[src/rtl/mdio_master_pkg.sv]
package mdio_master_pkg;
  localparam int DATA_W    = 16;
  localparam int ADDR_W    = 5;
  localparam int REGA_LSB  = 16;
  localparam int PHYA_LSB  = 21;
  localparam int RD_BIT    = 27;
  localparam int EN_BIT    = 30;
  localparam int BUSY_BIT  = 31;
  localparam int PRE_LEN   = 32;
  localparam int FRAME_LEN = PRE_LEN + 4 + 2 * ADDR_W + 2 + DATA_W;

  typedef enum logic [1:0] {
    OP_WRITE = 2'b01,
    OP_READ  = 2'b10
  } mdio_op_e;

  typedef enum logic {
    SH_IDLE,
    SH_FRAME
  } sh_state_e;

  typedef struct packed {
    logic              rd;
    logic [ADDR_W-1:0] phy;
    logic [ADDR_W-1:0] rega;
    logic [DATA_W-1:0] data;
  } mdio_cmd_t;
endpackage

[src/rtl/mdio_mdc_gen.sv]
module mdio_mdc_gen #(
  parameter int HALF_DIV = 4
) (
  input  logic clk_i,
  input  logic rst_ni,
  input  logic run_i,
  output logic mdc_o,
  output logic rise_o,
  output logic fall_o
);
  localparam int CW = (HALF_DIV > 1) ? $clog2(HALF_DIV) : 1;

  logic [CW-1:0] cnt_q;
  logic          mdc_q;
  logic          tick;

  assign tick = run_i && (cnt_q == CW'(HALF_DIV - 1));

  always_ff @(posedge clk_i or negedge rst_ni) begin
    if (!rst_ni) begin
      cnt_q <= '0;
      mdc_q <= 1'b0;
    end else if (!run_i) begin
      cnt_q <= '0;
      mdc_q <= 1'b0;
    end else if (tick) begin
      cnt_q <= '0;
      mdc_q <= ~mdc_q;
    end else begin
      cnt_q <= cnt_q + CW'(1);
    end
  end

  // event pulses mark the cycle whose edge toggles mdc
  assign rise_o = tick && !mdc_q;
  assign fall_o = tick && mdc_q;
  assign mdc_o  = mdc_q;
endmodule

[src/rtl/mdio_frame_shifter.sv]
module mdio_frame_shifter
  import mdio_master_pkg::*;
(
  input  logic              clk_i,
  input  logic              rst_ni,
  input  logic              start_i,
  input  mdio_cmd_t         cmd_i,
  input  logic              rise_i,
  input  logic              fall_i,
  input  logic              mdio_i,
  output logic              active_o,
  output logic              done_o,
  output logic              mdio_o,
  output logic              mdio_oe_o,
  output logic [DATA_W-1:0] rd_data_o
);
  localparam int IW      = $clog2(FRAME_LEN);
  localparam int LAST    = FRAME_LEN - 1;
  localparam int TA_IDX  = FRAME_LEN - DATA_W - 2;
  localparam int DAT_IDX = TA_IDX + 2;

  sh_state_e             state_q;
  logic [IW-1:0]         idx_q;
  logic [FRAME_LEN-1:0]  shreg_q;
  logic [FRAME_LEN-1:0]  frame;
  logic                  rd_q;
  logic [DATA_W-1:0]     rdsh_q;
  logic                  at_last;

  always_comb begin
    frame = {{PRE_LEN{1'b1}}, 2'b01,
             (cmd_i.rd ? OP_READ : OP_WRITE),
             cmd_i.phy, cmd_i.rega,
             (cmd_i.rd ? 2'b11 : 2'b10),
             (cmd_i.rd ? {DATA_W{1'b1}} : cmd_i.data)};
  end

  assign at_last = (idx_q == IW'(LAST));

  always_ff @(posedge clk_i or negedge rst_ni) begin
    if (!rst_ni) begin
      state_q <= SH_IDLE;
      idx_q   <= '0;
      shreg_q <= '0;
      rd_q    <= 1'b0;
      rdsh_q  <= '0;
    end else if (state_q == SH_IDLE) begin
      if (start_i) begin
        state_q <= SH_FRAME;
        idx_q   <= '0;
        shreg_q <= frame;
        rd_q    <= cmd_i.rd;
      end
    end else begin
      if (rise_i && rd_q && (idx_q >= IW'(DAT_IDX)))
        rdsh_q <= {rdsh_q[DATA_W-2:0], mdio_i};
      if (fall_i) begin
        if (at_last) begin
          state_q <= SH_IDLE;
        end else begin
          idx_q   <= idx_q + IW'(1);
          shreg_q <= {shreg_q[FRAME_LEN-2:0], 1'b0};
        end
      end
    end
  end

  assign active_o  = (state_q == SH_FRAME);
  assign done_o    = active_o && fall_i && at_last;
  assign mdio_oe_o = active_o && (!rd_q || (idx_q < IW'(TA_IDX)));
  assign mdio_o    = mdio_oe_o ? shreg_q[FRAME_LEN-1] : 1'b1;
  assign rd_data_o = rdsh_q;
endmodule

[src/rtl/mdio_regif_master.sv]
module mdio_regif_master
  import mdio_master_pkg::*;
#(
  parameter int HALF_DIV = 4,
  parameter int NUM_PHYS = 5
) (
  input  logic        clk_i,
  input  logic        rst_ni,
  input  logic        reg_we_i,
  input  logic [31:0] reg_wdata_i,
  output logic [31:0] reg_rdata_o,
  output logic        mdc_o,
  output logic        mdio_o,
  output logic        mdio_oe_o,
  input  logic        mdio_i
);
  logic              busy_q, en_q, rd_q;
  logic [ADDR_W-1:0] phy_q, rega_q;
  logic [DATA_W-1:0] data_q;

  mdio_cmd_t         cmd_w;
  logic              wr_ok, go, addr_ok, launch;
  logic              active, done, rise, fall;
  logic [DATA_W-1:0] rd_data;

  assign cmd_w.rd   = reg_wdata_i[RD_BIT];
  assign cmd_w.phy  = reg_wdata_i[PHYA_LSB +: ADDR_W];
  assign cmd_w.rega = reg_wdata_i[REGA_LSB +: ADDR_W];
  assign cmd_w.data = reg_wdata_i[DATA_W-1:0];

  assign wr_ok   = reg_we_i && !busy_q;
  assign go      = reg_wdata_i[BUSY_BIT] && reg_wdata_i[EN_BIT];
  assign addr_ok = int'(cmd_w.phy) < NUM_PHYS;
  assign launch  = wr_ok && go && addr_ok;

  always_ff @(posedge clk_i or negedge rst_ni) begin
    if (!rst_ni) begin
      busy_q <= 1'b0;
      en_q   <= 1'b0;
      rd_q   <= 1'b0;
      phy_q  <= '0;
      rega_q <= '0;
      data_q <= '0;
    end else if (wr_ok) begin
      busy_q <= go && addr_ok;
      en_q   <= reg_wdata_i[EN_BIT];
      rd_q   <= cmd_w.rd;
      phy_q  <= cmd_w.phy;
      rega_q <= cmd_w.rega;
      // rejected read completes at once with all ones
      data_q <= (go && cmd_w.rd && !addr_ok) ? {DATA_W{1'b1}} : cmd_w.data;
    end else if (done) begin
      busy_q <= 1'b0;
      if (rd_q) data_q <= rd_data;
    end
  end

  assign reg_rdata_o = {busy_q, en_q, 2'b00, rd_q, 1'b0, phy_q, rega_q, data_q};

  mdio_mdc_gen #(
    .HALF_DIV(HALF_DIV)
  ) u_mdc (
    .clk_i (clk_i),
    .rst_ni(rst_ni),
    .run_i (active),
    .mdc_o (mdc_o),
    .rise_o(rise),
    .fall_o(fall)
  );

  mdio_frame_shifter u_shift (
    .clk_i    (clk_i),
    .rst_ni   (rst_ni),
    .start_i  (launch),
    .cmd_i    (cmd_w),
    .rise_i   (rise),
    .fall_i   (fall),
    .mdio_i   (mdio_i),
    .active_o (active),
    .done_o   (done),
    .mdio_o   (mdio_o),
    .mdio_oe_o(mdio_oe_o),
    .rd_data_o(rd_data)
  );
endmodule

[config.mk]
export PLATFORM = sky130hd
export DESIGN_NAME = mdio_regif_master
export DESIGN_NICKNAME = d
export VERILOG_FILES = /design/src/rtl/mdio_master_pkg.sv /design/src/rtl/mdio_mdc_gen.sv /design/src/rtl/mdio_frame_shifter.sv /design/src/rtl/mdio_regif_master.sv
export SDC_FILE = /design/constraint.sdc
export NUM_CORES = 1
export LEC_CHECK = 0
export ABC_AREA = 1
export CAP_MARGIN = 15
export CORE_MARGIN = 2
export CORE_UTILIZATION = 55
export CTS_CLUSTER_DIAMETER = 120
export DETAILED_ROUTE_END_ITERATION = 16
export GPL_TIMING_DRIVEN = 0
export HOLD_SLACK_MARGIN = 0.02
export PLACE_DENSITY = 0.79
export SLEW_MARGIN = 10
export SYNTH_ARGS = -nofsm -noshare
export SYNTH_HDL_FRONTEND = slang
export SYNTH_SLANG_ARGS = --single-unit
[constraint.sdc]
create_clock -name clk_i -period 2.4 [get_ports clk_i]
set_clock_uncertainty 0.05 [all_clocks]
set_input_delay 0.48 -clock clk_i [delete_from_list [all_inputs] [get_ports clk_i]]
set_output_delay 0.48 -clock clk_i [all_outputs]
set_load 0.05 [all_outputs]
==> results of run 1 <==
-- power by group through the flow --
stage / clock network (W) / registers (W) / logic, W
6_report: 0.00252 / 0.00257 / 0.00179
5_1_grt: 0.00263 / 0.00261 / 0.00201
4_1_cts: 0.00254 / 0.00257 / 0.00180
3_5_place_dp: 0 / 0.00260 / 0.00179
3_3_place_gp: 0 / 0.00258 / 0.00173
2_1_floorplan: 0 / 0.00278 / 0.00105
-- cell families after synthesis --
| family | after synthesis | synth area share (%) |
|---|---|---|
| simple gates | 433 | 33.2 |
| flops | 120 | 51.8 |
| buf+inv | 93 | 7.04 |
| compound gates | 80 | 7.26 |
| fa+ha+maj | 2 | 0.432 |
| xor+xnor | 1 | 0.151 |
| other cells | 1 | 0.0647 |
-- synth_stat cells, drive strengths merged --
library cell | n | share of area [%]
nand4 | 2 | 0.32
o21bai | 1 | 0.13
dfrtp | 120 | 52
nand2 | 221 | 14
nand3 | 137 | 12
xnor2 | 1 | 0.15
o21ai | 76 | 6.8
clkbuf | 19 | 1.2
nor2 | 35 | 2.5
or2 | 37 | 4.0
inv | 37 | 2.4
nor3 | 1 | 0.086
buf | 37 | 3.4
a31o | 1 | 0.15
o21a | 1 | 0.13
ha | 2 | 0.43
a21oi | 1 | 0.086
conb | 1 | 0.065
-- stage by stage --
| step | setup TNS [ns] | util (%) | std cells | hold slack [ns] |
|---|---|---|---|---|
| after CTS | 0 | 70.5 | 965 | 0.385 |
| after detailed placement | -0.300 | 64.7 | 933 | 0.375 |
| after global routing | 0 | 70.4 | 965 | 0.390 |
| after floorplan | 0 | - | 732 | 0.134 |
| final | 0 | 70.4 | 965 | 0.387 |
| after global placement | -452.33 | 64.4 | 932 | 0.366 |
-- layout make-up --
class,instances,area (sq um)
fillers,811,3040
flip-flops and latches,120,3000
clock inverters,13,154
well taps,136,170
plain buffers,55,265
inverters,37,139
multi-input cells,519,2400
repair buffers,66,669
clock buffers,19,432
-- worst paths after layout --
path                                     start                   to  slack [ns]  cells after the start
worst min register to register  u_mdc.cnt_q[0]       u_mdc.cnt_q[0]        0.39                      1
max in group asynchronous               rst_ni     u_shift.idx_q[5]        1.13                      3
worst max-delay path                    busy_q      reg_rdata_o[31]        0.08                      2
worst max register to register          busy_q  u_shift.shreg_q[21]        0.48                      9
min in group asynchronous               rst_ni             phy_q[2]        0.48                      2
worst min-delay path            u_mdc.cnt_q[0]       u_mdc.cnt_q[0]        0.39                      1
-- worst reg2reg max path, cell delays in order, from the launching register on --
cell and delay [ns]:
dfrtp_1 0.40, inv_2 0.07, nand2_1 0.05, buf_2 0.19, nor2_2 0.15, nand3_1 0.12
nand2_1 0.34, buf_2 0.29, nand3_1 0.12, nand2_1 0.07
-- repair_timing --
item / CTS / global route
endpoints found under the setup margin: 2 / 2
hold endpoints to repair: 64 / 0
resized for setup: 6 / 4
hold buffers: 1 / 0
-- sequential cells by signal, summed over array words and instances, names as in the netlist, 2 cells and up --
name               flops
u_shift.shreg_q       64
u_shift.idx_q          6
phy_q                  5
rega_q                 5
u_shift.rd_data_o     16
data_q                16
u_mdc.cnt_q            2
-- layer usage --
layer / vias up / share of wire, %
li1: 2526 / -
met1: 2567 / 45
met2: 174 / 48
met3: 19 / 5.5
met4: 0 / 1.4
met5: - / 0
-- cell usage in the layout, fill, tap and decap left out, drive strengths merged, types with 2 or more instances in the layout --
cell type	count
nor2	35
inv	37
conb	3
ha	2
clkinv	6
o21ai	76
bufinv	3
clkbuf	37
nand4	2
clkinvlp	4
dfrtp	120
or2	37
nand3	137
buf	41
clkdlybuf4s50	61
nand2	221
==> impl_metrics.ini, run 1 <==
[status]
status = complete, no violations

[route]
routed_wl_mm = 13.9
via_per_inst = 5.48
final_antenna_net_count = 0
vias = 5286
drtPass1Iterations = 5
drtIter0Drc = 548
drc = 0
wire_per_inst_um = 14.4

[sta]
worstMarginPinSlew_ns = 0.602
min_period_over_period_pct = 96.6
rsz0062_at_grt = false
hold_viol_final = 0
setup_ws_ns = 0.0809
final_max_slew_viol_count = 0
fin_crit_ns = 2.32
finalSetupViolations = 0
timing.slew.headroom_pct = 59.8
max_freq_mhz = 431

[yosys]
syn_area_sq_um = 5790
syn_inst = 730
yosysWarnings = 0
synth_area_per_cell_sq_um = 7.94
yosysUniqueCellTypes = 28
ys_seq_area_share_pct = 51.8
ys_ff_latch = 120

[die]
fp.dieH_um = 107
start_util_pct = 56.4
dieArea_sq_um = 11400
num_rows = 37
num_io_pins = 71
die_x_um = 107
core_sq_um = 10300

[global_route]
top_usage_layer = met2
antenna_found_initial = 0
grt_use_met1_pct = 36.8
track_usage_pct = 26.6
grt_pass1_vias = 5081
grt_pass1_wl_mm = 24.0
grt_max_degree = 66
use_met3_pct = 5.29
overflow = 0
grtUsageMet2_pct = 42.1

[setup_path]
crit_type = reg -> out
worstPathMaxFanout = 2
worst_path_max_delay_cell = clkdlybuf4s50_1
slowest_delay_ns = 0.78
worstPathCellList = buf_4 -> clkdlybuf4s50_1
arrival_ns = 1.79
critPathLaunchType = flop
cp.required_ns = 1.87
path_delay_family = buffers and inverters
cp-end-kind = output pin
worst-path-buf-inv = 2

[clock_tree]
cts_tree = built
clkLatencyLatePin_ns = 0.52
clockBufferDepth = 2
cts_buffers = 17
clock-sinks = 120
root_buffer = clkbuf_8
cts_setup_buffers = 0
htreeDepth = 4
clkTransAtPathRegs_ns = 0.06

[pwr]
power_leakage_nw = 3.37
pwr-share-comb_pct = 26.1
intPower_w = 0.00462
p_switching_w = 0.00226
p_sw_share_pct = 32.8
max-vdd-ir-drop_uv = 456
total_power_w = 0.00688
pwr-share-seq_pct = 37.4
p_per_area_nw_per_um2 = 951
pwr-share-clk_pct = 36.6

[cells_and_area]
n_antenna_cell = 0
area_growth_pct = 24.9
design_area_sq_um = 7230
drive_above_1_share_pct = 14.5
fin_nets = 854

[placement]
dp_hpwl_mm = 9.55
dp_slack_ns = -0.202
place_area_sq_um = 6650
gp_congestion = 0.853
port_buffers = 64

[flow_run]
maxCapViolCount = 0

[hold_path]
hp-class = reg -> reg
Power figures use the tool's default switching activity.
==> inputs of run 2 (changes only) <==
--- a/config.mk
+++ b/config.mk
@@ -7,6 +7,7 @@
 export LEC_CHECK = 0
 export ABC_AREA = 1
 export CAP_MARGIN = 15
+export CORE_ASPECT_RATIO = 0.75
 export CORE_MARGIN = 2
 export CORE_UTILIZATION = 55
 export CTS_CLUSTER_DIAMETER = 120
==> run 2 against run 1 <==
Sequential share of layout area shrank 0.24 points. Global-route usage grew 1.7 points. Clock power grew 4%. Wire length grew 5.2%. Register-to-register slack lost 0.03 ns. Sequential cell count is the same. Maximum frequency shrank 0.14%. Power grew 2.2%. Critical path type unchanged. Largest cell class unchanged. Largest power group is now clock.
==> impl_metrics.ini, run 2 (same netlist as run 1, synthesis figures left out) <==
[cells_and_area]
multi_input_area_sq_um = 2400
area_growth_pct = 25.6
n_antenna_cell = 0
drive_above_1_share_pct = 14.6
top_register = u_shift.shreg_q
regArea_sq_um = 3000
fillers = 784
final_common_cell = nand2_1
largest_reg_flops = 64
fin_nets = 854
design_area_sq_um = 7280
layout_common_cells = 220 x nand2_1, 136 x nand3_1, 120 x dfrtp_1

[clock_tree]
clkTransAtPathRegs_ns = 0.06
clkLatencyLatePin_ns = 0.42
cts_buffers = 17
cts_tree = built
clock-sinks = 120
clockBufferDepth = 2
root_buffer = clkbuf_16
htreeDepth = 4

[placement]
port_buffers = 64
dp_hpwl_mm = 9.83
gp_congestion = 0.895
place_area_sq_um = 6650

[sta]
fin_crit_ns = 2.32
max_freq_mhz = 431
worstMarginPinSlew_ns = 0.584
final_max_slew_viol_count = 0
hold_viol_final = 0
rsz0062_at_grt = false
finalSetupViolations = 0
min_period_over_period_pct = 96.8
timing.slew.headroom_pct = 61.0

[route]
routed_wl_mm = 14.7
via_per_inst = 5.58
wire_per_inst_um = 15.2
vias = 5386
drtPass1Iterations = 5
final_antenna_net_count = 0
drtIter0Drc = 508
drc = 0

[setup_path]
cp-end-kind = output pin
worstPathMaxFanout = 19
critPathLaunchType = flop
r2r_cells = 9
arrival_ns = 1.79
crit_type = reg -> out
cp.required_ns = 1.87

[global_route]
grt_pass1_wl_mm = 24.7
track_usage_pct = 28.3
overflow = 0
antenna_found_initial = 0
grt_pass1_vias = 5132
grt_max_degree = 64

[pwr]
power_leakage_nw = 3.39
total_power_w = 0.00704
p_per_area_nw_per_um2 = 967
max-vdd-ir-drop_uv = 694

[hold_path]
min_path_cells = 1
hp-class = reg -> reg

[die]
start_util_pct = 56.5
die_x_um = 123
num_rows = 32
dieArea_sq_um = 11400
fp.dieH_um = 92.9
num_io_pins = 71
core_sq_um = 10200

[flow_run]
maxCapViolCount = 0

[status]
status = complete, no violations
==> run 2: path summary, 6_finish.rpt <==
check / start / endpoint / slack (ns)
setup reg to reg: busy_q / u_shift.shreg_q[29] / 0.45
setup / recovery: u_shift.active_o / mdio_o / 0.08
hold reg to reg: u_mdc.cnt_q[0] / u_mdc.cnt_q[0] / 0.40
min in group asynchronous: rst_ni / data_q[1] / 0.55
max in group asynchronous: rst_ni / u_shift.shreg_q[15] / 1.05
hold / removal: u_mdc.cnt_q[0] / u_mdc.cnt_q[0] / 0.40
==> run 2: power by group <==
part	switching (W)	total [W]	internal, W
registers	0.000214	0.00258	0.00236
clock network	0.000926	0.00263	0.00170
logic	0.00116	0.00183	0.000667
total	0.00230	0.00703	0.00473
==> run 2: critical path: stages, from the launching register on <==
cell and delay (ns):
dfrtp_1 0.35, buf_4 0.17, inv_2 0.31, nor3_4 0.10, nand2_1 0.08, clkdlybuf4s15_2 0.36
==> run 2: repair_timing <==
| item | in CTS | in global routing |
|---|---|---|
| setup buffers | 0 | 0 |
| endpoints found under the hold margin | 35 | 0 |
| hold buffers | 1 | 0 |
| endpoints found under the setup margin | 2 | 0 |
| gates resized for setup | 6 | 0 |
==> run 2: layout make-up <==
type	instances	area share [%]
Inverter	37	1.91
Buffer	55	3.65
Multi-Input combinational cell	519	33.0
Clock buffer	20	6.41
Tap cell	136	2.34
Sequential cell	120	41.3
Clock inverter	12	2.05
Timing Repair Buffer	66	9.37
==> run 2: metrics by stage <==
stage	setup slack [ns]	setup TNS, ns	hold slack, ns	std cells	utilization, %
3_3_place_gp	-3.73	-447.41	0.367	932	64.6
3_5_place_dp	-0.270	-0.436	0.391	933	64.9
5_1_grt	0.00515	0	0.427	965	71.0
4_1_cts	0.0700	0	0.398	965	71.0
2_1_floorplan	0.193	0	0.134	732	-
6_report	0.0777	0	0.401	965	71.0
==> run 2: layer usage <==
metal	GRT usage, %	share of wire, %	vias to the layer above
li1	-	-	2527
met1	39.4	45	2600
met2	42.0	46	225
met3	6.90	7.1	34
met4	12.4	2.1	0
met5	0	0	-
